File: src/rtl/simd_add_pkg.sv
package simd_add_pkg;
    localparam int LANE_W  = 16;
    localparam int LANES   = 4;
    localparam int WORD_W  = LANE_W * LANES;

    typedef enum logic {
        SHAPE_WIDE  = 1'b0,
        SHAPE_LANES = 1'b1
    } shape_e;
endpackage

File: src/rtl/simd_lane_add.sv
// One lane slice: adds a and b (or a and ~b with a carry in of 1), and
// raises a signed overflow flag using the sign rule on the effective operands.
module simd_lane_add #(
    parameter int W = 16
) (
    input  logic [W-1:0] a,
    input  logic [W-1:0] b,
    input  logic         sub,
    input  logic         cin,
    output logic [W-1:0] sum,
    output logic         cout,
    output logic         ovf,
    output logic         a_neg
);
    logic [W-1:0] b_eff;
    logic [W:0]   full;

    always_comb begin
        b_eff = sub ? ~b : b;
        full  = {1'b0, a} + {1'b0, b_eff} + {{W{1'b0}}, cin};
        sum   = full[W-1:0];
        cout  = full[W];
        a_neg = a[W-1];
        ovf   = (a[W-1] == b_eff[W-1]) && (sum[W-1] != a[W-1]);
    end
endmodule

File: src/rtl/simd_lane_sat.sv
// Clamps one lane to the signed limits when overflow occurred and clamping is on.
module simd_lane_sat #(
    parameter int W = 16
) (
    input  logic [W-1:0] raw,
    input  logic         ovf,
    input  logic         a_neg,
    input  logic         clamp_en,
    output logic [W-1:0] res
);
    localparam logic [W-1:0] MAX_POS = {1'b0, {(W-1){1'b1}}};
    localparam logic [W-1:0] MAX_NEG = {1'b1, {(W-1){1'b0}}};

    always_comb begin
        if (clamp_en && ovf) begin
            res = a_neg ? MAX_NEG : MAX_POS;
        end else begin
            res = raw;
        end
    end
endmodule

File: src/rtl/simd_out_stage.sv
// Output register stage: loads on accepted input, holds otherwise.
module simd_out_stage #(
    parameter int DW = 64,
    parameter int FW = 4
) (
    input  logic          clk,
    input  logic          rst_n,
    input  logic          load,
    input  logic [DW-1:0] d_res,
    input  logic [FW-1:0] d_flag,
    output logic          q_valid,
    output logic [DW-1:0] q_res,
    output logic [FW-1:0] q_flag
);
    always_ff @(posedge clk) begin
        if (!rst_n) begin
            q_valid <= 1'b0;
            q_res   <= '0;
            q_flag  <= '0;
        end else begin
            q_valid <= load;
            if (load) begin
                q_res  <= d_res;
                q_flag <= d_flag;
            end
        end
    end
endmodule

File: src/rtl/simd_part_add.sv
module simd_part_add
    import simd_add_pkg::*;
(
    input  logic              clk,
    input  logic              rst_n,
    input  logic              in_valid,
    input  logic [WORD_W-1:0] op_a,
    input  logic [WORD_W-1:0] op_b,
    input  logic              sub,
    input  logic              part_mode,
    input  logic              sat_en,
    output logic              out_valid,
    output logic [WORD_W-1:0] result,
    output logic [LANES-1:0]  lane_ovf
);
    shape_e            shape;
    logic [LANES-1:0]  carry_in;
    logic [LANES-1:0]  carry_out;
    logic [LANES-1:0]  raw_ovf;
    logic [LANES-1:0]  sign_a;
    logic [LANES-1:0]  flag_d;
    logic [WORD_W-1:0] raw_sum;
    logic [WORD_W-1:0] res_d;
    logic              clamp_en;

    assign shape    = shape_e'(part_mode);
    assign clamp_en = (shape == SHAPE_LANES) && sat_en;

    for (genvar i = 0; i < LANES; i++) begin : g_lane
        if (i == 0) begin : g_first
            assign carry_in[i] = sub;
        end else begin : g_rest
            // Lane shape cuts the chain; wide shape forwards the carry.
            assign carry_in[i] = (shape == SHAPE_LANES) ? sub : carry_out[i-1];
        end

        simd_lane_add #(.W(LANE_W)) u_add (
            .a     (op_a[LANE_W*i +: LANE_W]),
            .b     (op_b[LANE_W*i +: LANE_W]),
            .sub   (sub),
            .cin   (carry_in[i]),
            .sum   (raw_sum[LANE_W*i +: LANE_W]),
            .cout  (carry_out[i]),
            .ovf   (raw_ovf[i]),
            .a_neg (sign_a[i])
        );

        simd_lane_sat #(.W(LANE_W)) u_sat (
            .raw      (raw_sum[LANE_W*i +: LANE_W]),
            .ovf      (raw_ovf[i]),
            .a_neg    (sign_a[i]),
            .clamp_en (clamp_en),
            .res      (res_d[LANE_W*i +: LANE_W])
        );

        if (i == LANES - 1) begin : g_top_flag
            assign flag_d[i] = raw_ovf[i];
        end else begin : g_low_flag
            assign flag_d[i] = (shape == SHAPE_LANES) ? raw_ovf[i] : 1'b0;
        end
    end

    simd_out_stage #(.DW(WORD_W), .FW(LANES)) u_out (
        .clk     (clk),
        .rst_n   (rst_n),
        .load    (in_valid),
        .d_res   (res_d),
        .d_flag  (flag_d),
        .q_valid (out_valid),
        .q_res   (result),
        .q_flag  (lane_ovf)
    );
endmodule

File: config.mk
export PLATFORM = sky130hd
export DESIGN_NAME = simd_part_add
export DESIGN_NICKNAME = d
export VERILOG_FILES = /design/src/rtl/simd_add_pkg.sv /design/src/rtl/simd_lane_add.sv /design/src/rtl/simd_lane_sat.sv /design/src/rtl/simd_out_stage.sv /design/src/rtl/simd_part_add.sv
export SDC_FILE = /design/constraint.sdc
export NUM_CORES = 1
export LEC_CHECK = 0
export BUFFER_PORTS_ARGS = -buffer_cell sky130_fd_sc_hd__buf_2
export CAP_MARGIN = 30
export CORE_MARGIN = 8
export CORE_UTILIZATION = 55
export CTS_CLUSTER_DIAMETER = 100
export DETAILED_ROUTE_END_ITERATION = 16
export PLACE_DENSITY = 0.86
export SLEW_MARGIN = 20
export SYNTH_ARGS = -nofsm -noshare
export SYNTH_HDL_FRONTEND = slang
export SYNTH_SLANG_ARGS = --single-unit
File: constraint.sdc
create_clock -name clk -period 29.8 [get_ports clk]
set_input_delay 1.49 -clock clk [delete_from_list [all_inputs] [get_ports clk]]
set_output_delay 1.49 -clock clk [all_outputs]
set_load 0.005 [all_outputs]
# Word-level counts from Yosys, hierarchy flattened
# Index checks and enable logic that the tools add are counted.
[totals]
register_bits = 69
in_bits = 134
out_inout_bits = 69
word_cells = 50
[op_classes]
n_addsub = 8
n_eq_ne = 8
n_mux = 18
bitwise_logic = 4
n_reduce_logical = 9
[ops]
columns = ["op", "n"]
rows = [
  ["$mux W16", 12],
  ["$not A16 Y16", 4],
  ["$add A16 B16 Y17", 3],
  ["$add A17 B1 Y17", 3],
  ["$add A16 B1 Y16", 1],
  ["$add A16 B16 Y16", 1],
  ["$logic_and A1 B1 Y1", 9],
  ["$mux W1", 6],
  ["$eq A1 B1 Y1", 4],
  ["$ne A1 B1 Y1", 4],
]

# Logic depth before layout (Yosys ltp)
[logic_depth]
word_depth = 14
ltp_mapped = 42
mapped_depth_nobuf = 41

# Hierarchy
# A second synthesis with hierarchy kept.
[hier_totals]
hier_cells = 896
area_unflattened_um2 = 7726.2
[by_module_without_submodules]
columns = ["mod", "n_inst", "cells_per_inst", "area_per_inst_um2", "seq_area_each_um2"]
rows = [
  ["simd_out_stage", 1, 221, 2596.2, 1381.3],
  ["simd_lane_add (g_lane[0].u_add ...)", 2, 149, 1128.6, 0.0],
  ["simd_lane_add (g_lane[2].u_add)", 1, 143, 1081.0, 0.0],
  ["simd_lane_add (g_lane[3].u_add)", 1, 143, 1077.3, 0.0],
  ["simd_lane_sat", 4, 21, 163.9, 0.0],
  ["simd_part_add", 1, 7, 58.8, 0.0],
]

# Least setup slack after synthesis
# Ideal clock, no wire load.
[synth_path]
path_type = "in2reg"
startpoint = "in sub"
endpoint = "reg u_out.q_res[62]"
setup_time_ns = 0.118
t_arrival_ns = 10.261
required_ns = 29.682
setup_slack_ns = 19.422
stages = 42
n_path_buf = 2
cell_sequence = "buf_2 buf_1 xor2_1 ha_1 o21ai_0 a2111oi_0 or4b_1 a41o_1 a21oi_2 nor2b_1 o21ai_0 a21oi_1 fa_1 fa_1 a211oi_1 nor4_1 or2_2 o211a_1 [... 6 more ...] a21oi_1 o211a_1 o211a_1 o21ai_0 o21ai_0 a21oi_1 o21ai_0 a21oi_1 fa_1 fa_1 a21oi_1 o21ai_0 nand3_1 a21boi_0 o41ai_1 xor2_1 o211ai_1 o2111a_1"
[synth_between]
elab_chain_cells = 13
word_cells_on_any_way = 20
cone_classes = "add/sub: 8; eq/ne: 2; mux: 8; reduce/logical: 2"
[synth_rtl]
columns = ["item", "line", "source"]
rows = [
  ["start: declaration", "simd_part_add.sv:9", "input logic sub,"],
  ["$mux W16", "simd_lane_add.sv:19", "b_eff = sub ? ~b : b;"],
  ["$add A16 B16 Y17", "simd_lane_add.sv:20", "full = {1'b0, a} + {1'b0, b_eff} + {{W{1'b0}}, cin};"],
  ["$add A17 B1 Y17", "simd_lane_add.sv:20", ""],
  ["$mux W1", "simd_part_add.sv:34", "assign carry_in[i] = (shape == SHAPE_LANES) ? sub : carry_out[i-1];"],
  ["$add A17 B1 Y17", "simd_lane_add.sv:20", ""],
  ["$mux W1", "simd_part_add.sv:34", ""],
  ["$add A17 B1 Y17", "simd_lane_add.sv:20", ""],
  ["$mux W1", "simd_part_add.sv:34", ""],
  ["$add A16 B1 Y16", "simd_lane_add.sv:20", ""],
  ["$ne A1 B1 Y1", "simd_lane_add.sv:24", "ovf = (a[W-1] == b_eff[W-1]) && (sum[W-1] != a[W-1]);"],
  ["$logic_and A1 B1 Y1", "simd_lane_add.sv:24", ""],
  ["$logic_and A1 B1 Y1", "simd_lane_sat.sv:15", "if (clamp_en && ovf) begin"],
  ["$mux W16 (*)", "simd_lane_sat.sv:15", ""],
  ["end signal: assignment", "simd_out_stage.sv:23", "q_res <= d_res;"],
  ["end: declaration", "simd_out_stage.sv:12", "output logic [DW-1:0] q_res,"],
]
# Mark *: on every way between the ends. The rest lies on a longest branch, timed or not.
# A chain may end at the register's enable or synchronous reset.

# Final worst setup path
[layout_path]
startpoint = "in sub"
endpoint = "reg u_out.q_res[52]"
# Same word-level chain as after synthesis.

==> results.yml <==
synthesis:
  synth_area_um2: 6150
  synth_warnings: 0
  async_flop_share: 0
  synth_ff_type: "dfxtp_1"
  synth_seq_cells: 69
  avgSynthCellArea_um2: 7.85
  synth_edf_count: 0
  syn-instance-count: 783
  ys_seq_area_frac: 0.225
  synth_cell_types: 71
  syn-num-nets: 983
routing:
  drc: 0
  antenna_left: 0
  first_pass_iters: 5
  num_vias: 6303
  drt_iter0_drc: 350
  vias_per_cell: 5.66
  drt-total-wl_um: 17900
  wire_per_inst_um: 16.0
placed_design:
  port_buffers: 202
  place_inst: 1096
  place.gp.congestion: 0.945
  dp_hpwl_um: 14000
cts:
  clk_path_buf_depth: 2
  cts_setup_buffers: 0
  numCtsBuffers: 9
  ctsResizeCount: 0
  cts_tree: "built"
  hold_buffers: 0
  clockRootBuffer: "clkbuf_8"
  cts_num_sinks: 69
  insertion_delay_ns: 0.36
  clk_pin_slew_ns: 0.08
  htree_num_levels: 3
pwr:
  power_density_nw_per_um2: 47.1
  peakVddDrop_mv: 0.0290
  leakage_nw: 3.56
  finalPower_w: 0.000350
worst_setup_path:
  end_kind: "flip-flop"
  arrival_ns: 11.36
  crit_path_max_fanout: 42
  crit_required_ns: 30.03
  reg2reg_slack_ns: 29.05
  cp_slowest_cell: "or4b_1"
  crit_path_max_incr_delay_ns: 0.59
  crit_type: "input pin to flip-flop"
  critPathLaunchType: "input pin"
layout:
  finalNetCount: 1169
  seqCellArea_um2: 1380
  drive_gt1_frac: 0.257
  diodes: 0
  fin_cells: 1114
  multi_input_area_um2: 4540
  area_delta_synth_final_pct: 20.9
  num-fill-cells: 961
sta:
  tns_ns: 0
  drv_slew: 0
  period_share: 0.373
  max_freq_mhz: 89.8
  hold_ws_ns: 0.457
  worst_pin_slew_ns: 0.829
  final.min_clock_period_ns: 11.13
  rsz0062_at_grt: "false"
  hold_viol: 0
  maxSlewHeadroom: 0.447
  skew_ns: 0
  setup_violations: 0
grt:
  antenna_found_initial: 0
  grt_pass1_vias: 6212
  grtUsageTotal: 0.237
  grt_pass1_wl_um: 29000
  grt_max_degree: 53
  grt-ovfl-total: 0
floorplanning:
  core_um2: 10900
  die_x_um: 122
  die_h_um: 122
  rows: 38
  pin_count: 203
  start_util: 0.564
  dieArea_um2: 14800
hold_path:
  hold_class: "flip-flop to flip-flop"
job:
  drv_cap: 0
outcome:
  run_status: "complete, no violations"
[layout make-up]
cell class | count | area share
Sequential cell | 69 | 0.186
Clock buffer | 9 | 0.0167
Multi-Input combinational cell | 662 | 0.611
Timing Repair Buffer | 208 | 0.144
Inverter | 19 | 0.00959
Clock inverter | 7 | 0.00892
Tap cell | 140 | 0.0236
[Yosys cell counts (5+ instances only)]
cell type,number,area share
nand3_1,21,0.017
inv_1,19,0.012
nor3_1,8,0.0065
buf_2,5,0.0041
and2_1,7,0.0071
or2_2,6,0.0061
fa_1,7,0.023
nand2_1,59,0.036
o21ai_0,102,0.083
ha_1,59,0.12
o31ai_1,7,0.0086
dfxtp_1,69,0.22
nor2b_1,7,0.0071
nor2_1,68,0.042
a211oi_1,8,0.0098
clkbuf_1,18,0.011
a21oi_1,87,0.071
a21oi_2,6,0.0086
o21a_1,5,0.0061
xor2_1,73,0.10
a21o_1,17,0.021
buf_1,6,0.0037
xnor2_1,33,0.047
[stage by stage]
stage | util | worst slack, ns | instance area [µm²]
floorplan | - | 19.42 | 6150
global placement | 0.662 | 18.73 | 7210
detailed placement | 0.664 | 18.42 | 7230
CTS | 0.681 | 18.72 | 7420
global route | 0.683 | 17.90 | 7430
finish | 0.683 | 18.67 | 7430
[critical path, delay by kind of cell]
kind            cells  cell delay (ns)
compound gates     23             4.65
mux                 1             0.32
buf+inv             2             0.63
simple gates        9             1.81
fa+ha+maj           6             2.43
[worst paths after layout]
check	start	depth (start not counted)	endpoint
max	sub	41	u_out.q_res[52]$_SDFFE_PN0P_
min	u_out.q_res[53]$_SDFFE_PN0P_	2	u_out.q_res[53]$_SDFFE_PN0P_
max reg2reg	u_out.q_res[0]$_SDFFE_PN0P_	2	u_out.q_res[0]$_SDFFE_PN0P_
min reg2reg	u_out.q_res[53]$_SDFFE_PN0P_	2	u_out.q_res[53]$_SDFFE_PN0P_
[routing by layer]
| metal | vias up | part of all wire | track usage |
|---|---|---|---|
| met4 | 0 | 0.021 | 0.0794 |
| li1 | 3178 | - | - |
| met2 | 204 | 0.47 | 0.401 |
| met1 | 2891 | 0.43 | 0.286 |
| met3 | 30 | 0.076 | 0.0611 |
| met5 | - | 0 | 0 |
[layout by cell type, fill, tap and decap left out, types with 4 or more instances in the layout]
cell,count
buf_2,201
buf_4,6
nor2b_1,7
a21oi_2,6
fa_1,7
ha_1,59
a21o_1,17
dfxtp_1,69
xor2_1,73
a211o_1,4
o21ai_0,102
a21oi_1,87
clkinv_2,4
o211a_1,4
a211oi_1,8
inv_1,19
clkbuf_8,9
nand2b_1,4
nor2_1,68
or2_2,6
o21bai_1,4
o31ai_1,7
and3_1,4
nand3_1,21
and2_1,7
nand2_1,59
xnor2_1,33
or3_1,4
nor3_1,8
o21a_1,5
[flip-flops by register name, summed over array words and instances (netlist names)]
| name | cells |
|---|---|
| u_out.q_res | 64 |
| u_out.q_flag | 4 |
| u_out.q_valid | 1 |
[power breakdown]
part           switching, W  leakage, nW  internal [W]
combinational     0.0000906         2.89     0.0000727
sequential       0.00000591        0.572      0.000104
clock             0.0000387       0.0987     0.0000382
[cells by family after synthesis]
family / Yosys count / synth area share
flip-flops: 69 / 0.225
XOR/XNOR: 107 / 0.154
AO/OA/AOI/OAI: 285 / 0.287
buffers and inverters: 52 / 0.0358
adder cells (fa/ha/maj): 66 / 0.143
multiplexers: 2 / 0.00468
AND/OR/NAND/NOR: 202 / 0.151
Power figures use the tool's default switching activity.
